[src/rtl/lrs_pkg.sv]
package lrs_pkg;
    typedef enum logic [2:0] {
        S_IDLE,
        S_CAP_RD,
        S_CAP_WR,
        S_CTL_RD,
        S_CTL_WR,
        S_STS_RD,
        S_DONE
    } seq_state_t;

    localparam int          DATA_W      = 32;
    localparam int          RETRAIN_BIT = 5;
    localparam int          BUSY_BIT    = 11;
    localparam int          GEN_LSB     = 0;
    localparam int          GEN_W       = 4;
    localparam int          LW_LSB      = 4;
    localparam int          LW_W        = 5;
    localparam logic [31:0] CAP_CLR     = 32'h0003_F00F;
    localparam logic [31:0] CAP_SEL     = 32'h0000_0002;
endpackage

[src/rtl/lrs_bus_master.sv]
module lrs_bus_master #(
    parameter int ADDR_W = 12
) (
    input  logic              clk,
    input  logic              rst_n,
    input  logic              cmd_valid,
    input  logic              cmd_we,
    input  logic [ADDR_W-1:0] cmd_addr,
    input  logic [31:0]       cmd_wdata,
    output logic              rsp_valid,
    output logic [31:0]       rsp_data,
    output logic              bus_req,
    output logic              bus_we,
    output logic [ADDR_W-1:0] bus_addr,
    output logic [31:0]       bus_wdata,
    input  logic              bus_ack,
    input  logic [31:0]       bus_rdata
);
    typedef struct packed {
        logic              req;
        logic              we;
        logic [ADDR_W-1:0] addr;
        logic [31:0]       wdata;
    } mst_t;

    mst_t m_d, m_q;

    always_comb begin
        m_d = m_q;
        if (m_q.req) begin
            if (bus_ack) m_d.req = 1'b0;
        end else if (cmd_valid) begin
            m_d.req   = 1'b1;
            m_d.we    = cmd_we;
            m_d.addr  = cmd_addr;
            m_d.wdata = cmd_wdata;
        end
    end

    always_ff @(posedge clk) begin
        if (!rst_n) m_q <= '0;
        else        m_q <= m_d;
    end

    assign rsp_valid = m_q.req & bus_ack;
    assign rsp_data  = bus_rdata;
    assign bus_req   = m_q.req;
    assign bus_we    = m_q.we;
    assign bus_addr  = m_q.addr;
    assign bus_wdata = m_q.wdata;

    assert_req_hold_R10: assert property (@(posedge clk) disable iff (!rst_n)
        bus_req && !bus_ack |=> bus_req && $stable(bus_addr) && $stable(bus_we) && $stable(bus_wdata));
    assert_req_drop_R10: assert property (@(posedge clk) disable iff (!rst_n)
        bus_req && bus_ack |=> !bus_req);
    assert_single_cmd_R10: assert property (@(posedge clk) disable iff (!rst_n)
        bus_req |-> !cmd_valid);
endmodule

[src/rtl/lrs_poll_timer.sv]
module lrs_poll_timer #(
    parameter int POLL_LIMIT = 1024
) (
    input  logic clk,
    input  logic rst_n,
    input  logic clr,
    input  logic inc,
    output logic last
);
    localparam int CW = $clog2(POLL_LIMIT + 1);

    logic [CW-1:0] cnt_d, cnt_q;

    always_comb begin
        cnt_d = cnt_q;
        if (clr)      cnt_d = '0;
        else if (inc) cnt_d = cnt_q + 1'b1;
    end

    always_ff @(posedge clk) begin
        if (!rst_n) cnt_q <= '0;
        else        cnt_q <= cnt_d;
    end

    assign last = (cnt_q == CW'(POLL_LIMIT - 1));

    assert_inc_below_limit_R8: assert property (@(posedge clk) disable iff (!rst_n)
        inc |-> !last);
endmodule

[src/rtl/link_retrain_seq.sv]
module link_retrain_seq
    import lrs_pkg::*;
#(
    parameter int                ADDR_W     = 12,
    parameter logic [ADDR_W-1:0] CAP_ADDR   = 'h084,
    parameter logic [ADDR_W-1:0] CTL_ADDR   = 'h088,
    parameter logic [ADDR_W-1:0] STS_ADDR   = 'h08A,
    parameter int                POLL_LIMIT = 1024,
    parameter int                RETRAINS   = 2
) (
    input  logic              clk,
    input  logic              rst_n,
    input  logic              start,
    output logic              done,
    output logic              err,
    output logic [3:0]        cur_gen,
    output logic [4:0]        cur_width,
    output logic              bus_req,
    output logic              bus_we,
    output logic [ADDR_W-1:0] bus_addr,
    output logic [31:0]       bus_wdata,
    input  logic              bus_ack,
    input  logic [31:0]       bus_rdata
);
    localparam int PASS_W = (RETRAINS > 1) ? $clog2(RETRAINS) : 1;

    typedef struct packed {
        seq_state_t        state;
        logic              issued;
        logic [PASS_W-1:0] pass;
        logic [31:0]       hold;
        logic [GEN_W-1:0]  gen;
        logic [LW_W-1:0]   width;
        logic              err;
    } seq_t;

    seq_t s_d, s_q;

    logic              cmd_valid, cmd_we;
    logic [ADDR_W-1:0] cmd_addr;
    logic [31:0]       cmd_wdata;
    logic              rsp_valid;
    logic [31:0]       rsp_data;
    logic              tmr_clr, tmr_inc, tmr_last;

    always_comb begin
        s_d       = s_q;
        cmd_we    = 1'b0;
        cmd_addr  = '0;
        cmd_wdata = '0;
        tmr_clr   = 1'b0;
        tmr_inc   = 1'b0;
        cmd_valid = !s_q.issued && (s_q.state != S_IDLE) && (s_q.state != S_DONE);
        if (cmd_valid) s_d.issued = 1'b1;

        unique case (s_q.state)
            S_IDLE: begin
                if (start) begin
                    s_d.err    = 1'b0;
                    s_d.pass   = '0;
                    s_d.issued = 1'b0;
                    s_d.state  = S_CAP_RD;
                end
            end
            S_CAP_RD: begin
                cmd_addr = CAP_ADDR;
                if (rsp_valid) begin
                    s_d.hold   = rsp_data;
                    s_d.issued = 1'b0;
                    s_d.state  = S_CAP_WR;
                end
            end
            S_CAP_WR: begin
                cmd_we    = 1'b1;
                cmd_addr  = CAP_ADDR;
                cmd_wdata = (s_q.hold & ~CAP_CLR) | CAP_SEL;
                if (rsp_valid) begin
                    s_d.issued = 1'b0;
                    s_d.state  = S_CTL_RD;
                end
            end
            S_CTL_RD: begin
                cmd_addr = CTL_ADDR;
                if (rsp_valid) begin
                    s_d.hold   = {16'h0, rsp_data[15:0]};
                    s_d.issued = 1'b0;
                    s_d.state  = S_CTL_WR;
                end
            end
            S_CTL_WR: begin
                cmd_we    = 1'b1;
                cmd_addr  = CTL_ADDR;
                cmd_wdata = s_q.hold | (32'h1 << RETRAIN_BIT);
                if (rsp_valid) begin
                    tmr_clr    = 1'b1;
                    s_d.issued = 1'b0;
                    s_d.state  = S_STS_RD;
                end
            end
            S_STS_RD: begin
                cmd_addr = STS_ADDR;
                if (rsp_valid) begin
                    s_d.issued = 1'b0;
                    if (!rsp_data[BUSY_BIT]) begin
                        s_d.gen   = rsp_data[GEN_LSB +: GEN_W];
                        s_d.width = rsp_data[LW_LSB +: LW_W];
                        if (s_q.pass == PASS_W'(RETRAINS - 1)) begin
                            s_d.state = S_DONE;
                        end else begin
                            s_d.pass  = s_q.pass + 1'b1;
                            s_d.state = S_CTL_RD;
                        end
                    end else if (tmr_last) begin
                        s_d.err   = 1'b1;
                        s_d.state = S_DONE;
                    end else begin
                        tmr_inc = 1'b1;
                    end
                end
            end
            S_DONE: begin
                s_d.state = S_IDLE;
            end
            default: s_d.state = S_IDLE;
        endcase
    end

    always_ff @(posedge clk) begin
        if (!rst_n) s_q <= '0;
        else        s_q <= s_d;
    end

    lrs_bus_master #(.ADDR_W(ADDR_W)) i_master (
        .clk       (clk),
        .rst_n     (rst_n),
        .cmd_valid (cmd_valid),
        .cmd_we    (cmd_we),
        .cmd_addr  (cmd_addr),
        .cmd_wdata (cmd_wdata),
        .rsp_valid (rsp_valid),
        .rsp_data  (rsp_data),
        .bus_req   (bus_req),
        .bus_we    (bus_we),
        .bus_addr  (bus_addr),
        .bus_wdata (bus_wdata),
        .bus_ack   (bus_ack),
        .bus_rdata (bus_rdata)
    );

    lrs_poll_timer #(.POLL_LIMIT(POLL_LIMIT)) i_timer (
        .clk   (clk),
        .rst_n (rst_n),
        .clr   (tmr_clr),
        .inc   (tmr_inc),
        .last  (tmr_last)
    );

    assign done      = (s_q.state == S_DONE);
    assign err       = s_q.err;
    assign cur_gen   = s_q.gen;
    assign cur_width = s_q.width;

    assert_done_pulse_R9: assert property (@(posedge clk) disable iff (!rst_n)
        done |=> !done);
    assert_done_no_req_R9: assert property (@(posedge clk) disable iff (!rst_n)
        done |-> !bus_req);
    assert_err_with_done_R8: assert property (@(posedge clk) disable iff (!rst_n)
        $rose(err) |-> done);
    assert_fields_hold_R7: assert property (@(posedge clk) disable iff (!rst_n)
        !(rsp_valid && s_q.state == S_STS_RD) |=> $stable(cur_gen) && $stable(cur_width));
endmodule

[config.mk]
export PLATFORM = sky130hd
export DESIGN_NAME = link_retrain_seq
export DESIGN_NICKNAME = d
export VERILOG_FILES = /design/src/rtl/lrs_pkg.sv /design/src/rtl/lrs_bus_master.sv /design/src/rtl/lrs_poll_timer.sv /design/src/rtl/link_retrain_seq.sv
export SDC_FILE = /design/constraint.sdc
export NUM_CORES = 1
export LEC_CHECK = 0
export BUFFER_PORTS_ARGS = -buffer_cell sky130_fd_sc_hd__clkbuf_2
export CAP_MARGIN = 20
export CORE_MARGIN = 1.5
export CORE_UTILIZATION = 55
export DETAILED_ROUTE_END_ITERATION = 16
export PLACE_DENSITY = 0.89
export SYNTH_ARGS = -nofsm -noshare
export SYNTH_HDL_FRONTEND = slang
export SYNTH_HIERARCHICAL = 1
export SYNTH_SLANG_ARGS = --single-unit
[constraint.sdc]
create_clock -name clk -period 2.6 [get_ports clk]
set_clock_uncertainty 0.1 [all_clocks]
set_input_delay 0.52 -clock clk [delete_from_list [all_inputs] [get_ports clk]]
set_output_delay 0.52 -clock clk [all_outputs]
set_load 0.02 [all_outputs]
### Word level (Yosys, flattened, before mapping)

Index checks and enable logic that the tools add are counted.

* flip-flop bits (word level): 104
* input port bits: 36
* word-level logic and storage cells: 88
* output and inout port bits: 57

* equal/unequal tests: 18
* bitwise operators: 4
* reduce and logical (&&, ||, !) cells: 17
* add/sub/neg operators: 2
* mux-type cells: 35

Operators by type and width (count)
* $pmux W32 S2: 2
* $mux W32: 2
* $mux W46: 1
* $pmux W8 S3: 1
* $pmux W3 S6: 1
* $mux W1: 16
* $mux W4: 4
* $ne A2 B1 Y1 const B: 6
* $add A11 B1 Y11 const B: 1
* $eq A11 B10 Y1 const B: 1
* $mux W5: 2
* $eq A3 B3 Y1 const B: 3
* $mux W3: 3
* $reduce_or A2 Y1: 4
* $reduce_and A7 Y1: 1
* $eq A3 B2 Y1 const B: 2
* $ne A2 B2 Y1 const B: 3
* $pmux W1 S6: 1
* $reduce_and A3 Y1: 2
* $reduce_and A5 Y1: 1
* $pmux W1 S2: 2
* $reduce_and A4 Y1: 1
* $reduce_bool A2 Y1: 2
* $eq A3 B1 Y1 const B: 1
* other kinds (10): 13

### Logic depth before layout (Yosys ltp)

* depth after elaboration: 6
* mapped depth: 9
* depth with buffers taken out: 8

### By module

The synthesis kept the hierarchy.

Modules (own cells, without submodules)
* link_retrain_seq: seq. area each 940.9 um^2, instances 1, area an instance 2144.6 um^2, cells an instance 265
* lrs_bus_master: seq. area each 920.9 um^2, instances 1, area an instance 2128.3 um^2, cells an instance 232
* lrs_poll_timer: seq. area each 220.2 um^2, instances 1, area an instance 523.0 um^2, cells an instance 57

### Least setup slack after synthesis

Ideal clock, no wire load.

* path type: input to register
* start: in bus_ack
* end: reg i_timer.cnt_q[7]
* buffers on the path: 1
* data arrival time: 1.778 ns
* library setup time: 0.070 ns
* required time: 2.430 ns
* stages on the path: 7
* setup slack: 0.652 ns
* cells stage by stage: and2_1 -> nand3b_1 -> nor2_1 -> buf_4 -> nand4_1 -> or3_2 -> a21oi_1

* elaborated cells on any way between the ends: 6
* classes of those cells: mux (4); bitwise (1); reduce/logical (1)

RTL lines
* from (decl): RTL line link_retrain_seq.sv:22 `input logic bus_ack,`
* $and A1 B1 Y1: RTL line lrs_bus_master.sv:45 `assign rsp_valid = m_q.req & bus_ack;`
* $mux W1: RTL line link_retrain_seq.sv:102 `if (rsp_valid) begin`
* $mux W1: RTL line link_retrain_seq.sv:56 `unique case (s_q.state)`
* via tmr_inc: RTL line link_retrain_seq.sv:44 `logic tmr_clr, tmr_inc, tmr_last;`
* to (signal assigned): RTL line lrs_poll_timer.sv:22 `else cnt_q <= cnt_d;`
* to (decl): RTL line lrs_poll_timer.sv:12 `logic [CW-1:0] cnt_d, cnt_q;`

The timed path passes the listed nets, and every way through them passes these cells.
A chain may end at the register's enable or synchronous reset.

### Worst setup path after layout

* start: reg s_q[44] (netlist bit)
* end: reg i_timer.cnt_q[7]

* elaborated cells on any way between the ends: 5
* classes of those cells: eq/ne (2); mux (2); reduce/logical (1)

RTL lines
* from (decl): RTL line link_retrain_seq.sv:37 `seq_t s_d, s_q;`
* from (signal assigned): RTL line link_retrain_seq.sv:129 `if (!rst_n) s_q <= '0;`
* from (signal assigned): RTL line link_retrain_seq.sv:130 `else s_q <= s_d;`
* $eq A3 B3 Y1: RTL line link_retrain_seq.sv:56
* $mux W1: RTL line link_retrain_seq.sv:56
* via tmr_inc: RTL line link_retrain_seq.sv:44

The timed path passes the listed nets, and every way through them passes these cells.

==> results.json <==
{
  "cts-buffers-inserted": 9,
  "arrival_ns": 2.38,
  "synth-simple-area-share_pct": 23.6,
  "placed_area_um2": 4980,
  "layout_commonest_cell": "nand2_1",
  "leakagePower_uw": 0.00207,
  "synth-xor-area-share_pct": 0.913,
  "num_antenna_cells": 0,
  "via_per_inst": 5.15,
  "firstDrtPassIters": 4,
  "synth-main-ff-cell": "dfxtp_1",
  "min_from": "bus_rdata[14]",
  "holdBufCountCts": 0,
  "drive_gt1_share_pct": 21.5,
  "synth-seq-cells": 104,
  "core_um2": 8340,
  "reg2reg_slack_ns": 0.40,
  "worstMarginPinSlew_ns": 0.577,
  "wirelength_um": 9090,
  "grt_max_degree": 45,
  "criticalPathCategory": "reg2reg",
  "cts_sinks": 104,
  "hp-class": "in2reg",
  "die_w_um": 96.4,
  "peakVddDrop_v": 0.000317,
  "synth_top_family_by_area": "simple AND/OR/NAND/NOR gates",
  "post_cts_buffers": 0,
  "finalSetupTns_ns": 0,
  "drtAntennaViolNets": 0,
  "nets": 637,
  "startpoint_type": "register",
  "synth-edff-count": 0,
  "grt_pass1_vias": 3390,
  "period_needed_ns": 2.20,
  "syn_avg_cell_area_um2": 8.66,
  "synth-compound-area-share_pct": 7.54,
  "worstPathMaxFanout": 16,
  "p_per_area_nw_per_um2": 564,
  "maxCapViolCount": 0,
  "syn_area_um2": 4800,
  "r2r_start": "s_q[44]",
  "design_area_um2": 5160,
  "slew_violations": 0,
  "die_area_um2": 9290,
  "drc": 0,
  "clock_latency_ns": 0.35,
  "finalHoldViolations": 0,
  "cell_internal_pwr_uw": 2150,
  "relSlewSlack_pct": 61.5,
  "rsz0062_at_grt": "no",
  "grt_pass1_wl_um": 14900,
  "port_buffers": 92,
  "postSynthCellCount": 554,
  "reg2reg_depth": 5,
  "htree_levels": 3,
  "worstReg2RegEnd": "i_timer/cnt_q[7]",
  "cts_root_buf": "clkbuf_8",
  "required_ns": 2.78,
  "vias": 3654,
  "fin_crit_sh_pct": 84.6,
  "fmax_mhz": 455,
  "gr-total-overflow": 0,
  "pin_count": 93,
  "antenna_found_initial": 0,
  "die_y_um": 96.4,
  "p_comb_share_pct": 11.1,
  "synth_mux_area_share_pct": 12.1,
  "p_sw_uw": 765,
  "num_rows": 33,
  "start_util_pct": 57.5,
  "clkPwrFrac_pct": 32.2,
  "synth_seq_area_share_pct": 43.4,
  "crit_path_start": "s_q[44]",
  "setup_viol": 0,
  "clk_pin_slew_worst_paths_ns": 0.10,
  "end_kind": "register",
  "min_delay_worst_endpoint": "s_q[24]",
  "cts_tree": "yes",
  "gp_congestion": 0.877,
  "hold_path_depth": 3,
  "cts_buffer_depth": 2,
  "async_flop_share_pct": 0,
  "place_hpwl_um": 6560,
  "global_route.usage.total_pct": 20.4,
  "power_switching_share_pct": 26.3,
  "post_cts_resized": 0,
  "netlist-cell-type-count": 45,
  "layout_common_cells": "133 x nand2_1, 104 x dfxtp_1, 91 x clkbuf_2",
  "yosysWarnings": 6,
  "pwr-share-seq_pct": 56.6,
  "syn_to_final_growth_pct": 7.64,
  "drtIter0Drc": 224,
  "detail_route.wl_per_cell_um": 12.8,
  "status": "complete, no violations",
  "synth_adder_area_share_pct": 0.261
}
state kept, by name, indices dropped and copies added (netlist names):
name                count
err                     1
i_master/bus_addr      12
s_q                    37
cur_gen                 4
i_master/bus_we         1
i_timer/cnt_q          11
cur_width               5
i_master/bus_wdata     32
i_master/bus_req        1
per-layer routing:
metal / GRT usage, % / vias to the layer above / part of all wire (%)
met5: 0 / - / 0
met3: 3.99 / 13 / 4.3
met2: 36.6 / 90 / 48
met4: 6.52 / 0 / 1.2
met1: 24.5 / 1695 / 46
li1: - / 1856 / -
Yosys cell counts (4+ instances only):
master | instances | area, um^2
a21oi_1 | 26 | 130
a22oi_1 | 17 | 128
and2_1 | 33 | 206
buf_12 | 5 | 100
buf_2 | 16 | 80.1
buf_4 | 43 | 323
clkbuf_1 | 12 | 45.0
dfxtp_1 | 104 | 2080
inv_1 | 5 | 18.8
mux2i_1 | 58 | 581
nand2_1 | 133 | 499
nand2b_1 | 5 | 31.3
nand3b_1 | 4 | 30.0
nand4_1 | 4 | 25.0
nor2_1 | 41 | 154
nor2b_1 | 6 | 37.5
o21ai_0 | 4 | 20.0
kinds of logic after synthesis:
logic type	after synthesis
xor gates and xnor gates	5
AOI/OAI and AO/OA	57
buffers and inverters	82
adders and majority gates	1
muxes	58
and+or+nand+nor	246
other	1
DFF	104
stage by stage:
step / total power [uW] / util [%] / instances / hold WS [ns] / setup slack (ns)
3_5_place_dp: 2010 / 59.7 / 694 / 0.341 / 0.385
2_1_floorplan: 2000 / - / 561 / 0.325 / 0.652
3_3_place_gp: 2000 / 59.7 / 694 / 0.337 / 0.478
4_1_cts: 2940 / 61.9 / 710 / 0.265 / 0.421
6_report: 2910 / 61.9 / 710 / 0.283 / 0.401
5_1_grt: 3050 / 61.9 / 710 / 0.265 / 0.242
cell type report:
class                   instances  area [um^2]
fillers                       741         3180
multi-input cells             375         2170
flip-flops and latches        104         2080
repair buffers                105          573
clock buffers                  10          138
well taps                     105          131
clock inverters                 6         48.8
inverters                       5         18.8
power by group through the flow:
stage,clock network [uW],registers (uW),logic [uW]
2_1_floorplan,0,1700,303
3_3_place_gp,0,1680,320
3_5_place_dp,0,1690,326
4_1_cts,969,1650,326
5_1_grt,1040,1650,354
6_report,938,1650,324
worst max-delay path: stages, from the launching register on:
cell	delay, ns
dfxtp_1	0.67
nand3b_1	0.26
nor2_1	0.25
nand4_1	0.25
or3_2	0.46
a21oi_1	0.15
worst max-delay path by stage:
stage	endpoint	cells past startpoint
2_1_floorplan	i_timer/cnt_q[7]	7
3_3_place_gp	i_timer/cnt_q[7]	7
3_5_place_dp	i_timer/cnt_q[7]	7
4_1_cts	i_timer/cnt_q[7]	5
5_1_grt	i_master/bus_wdata[5]	6
6_report	i_timer/cnt_q[7]	5
Power figures use the tool's default switching activity.
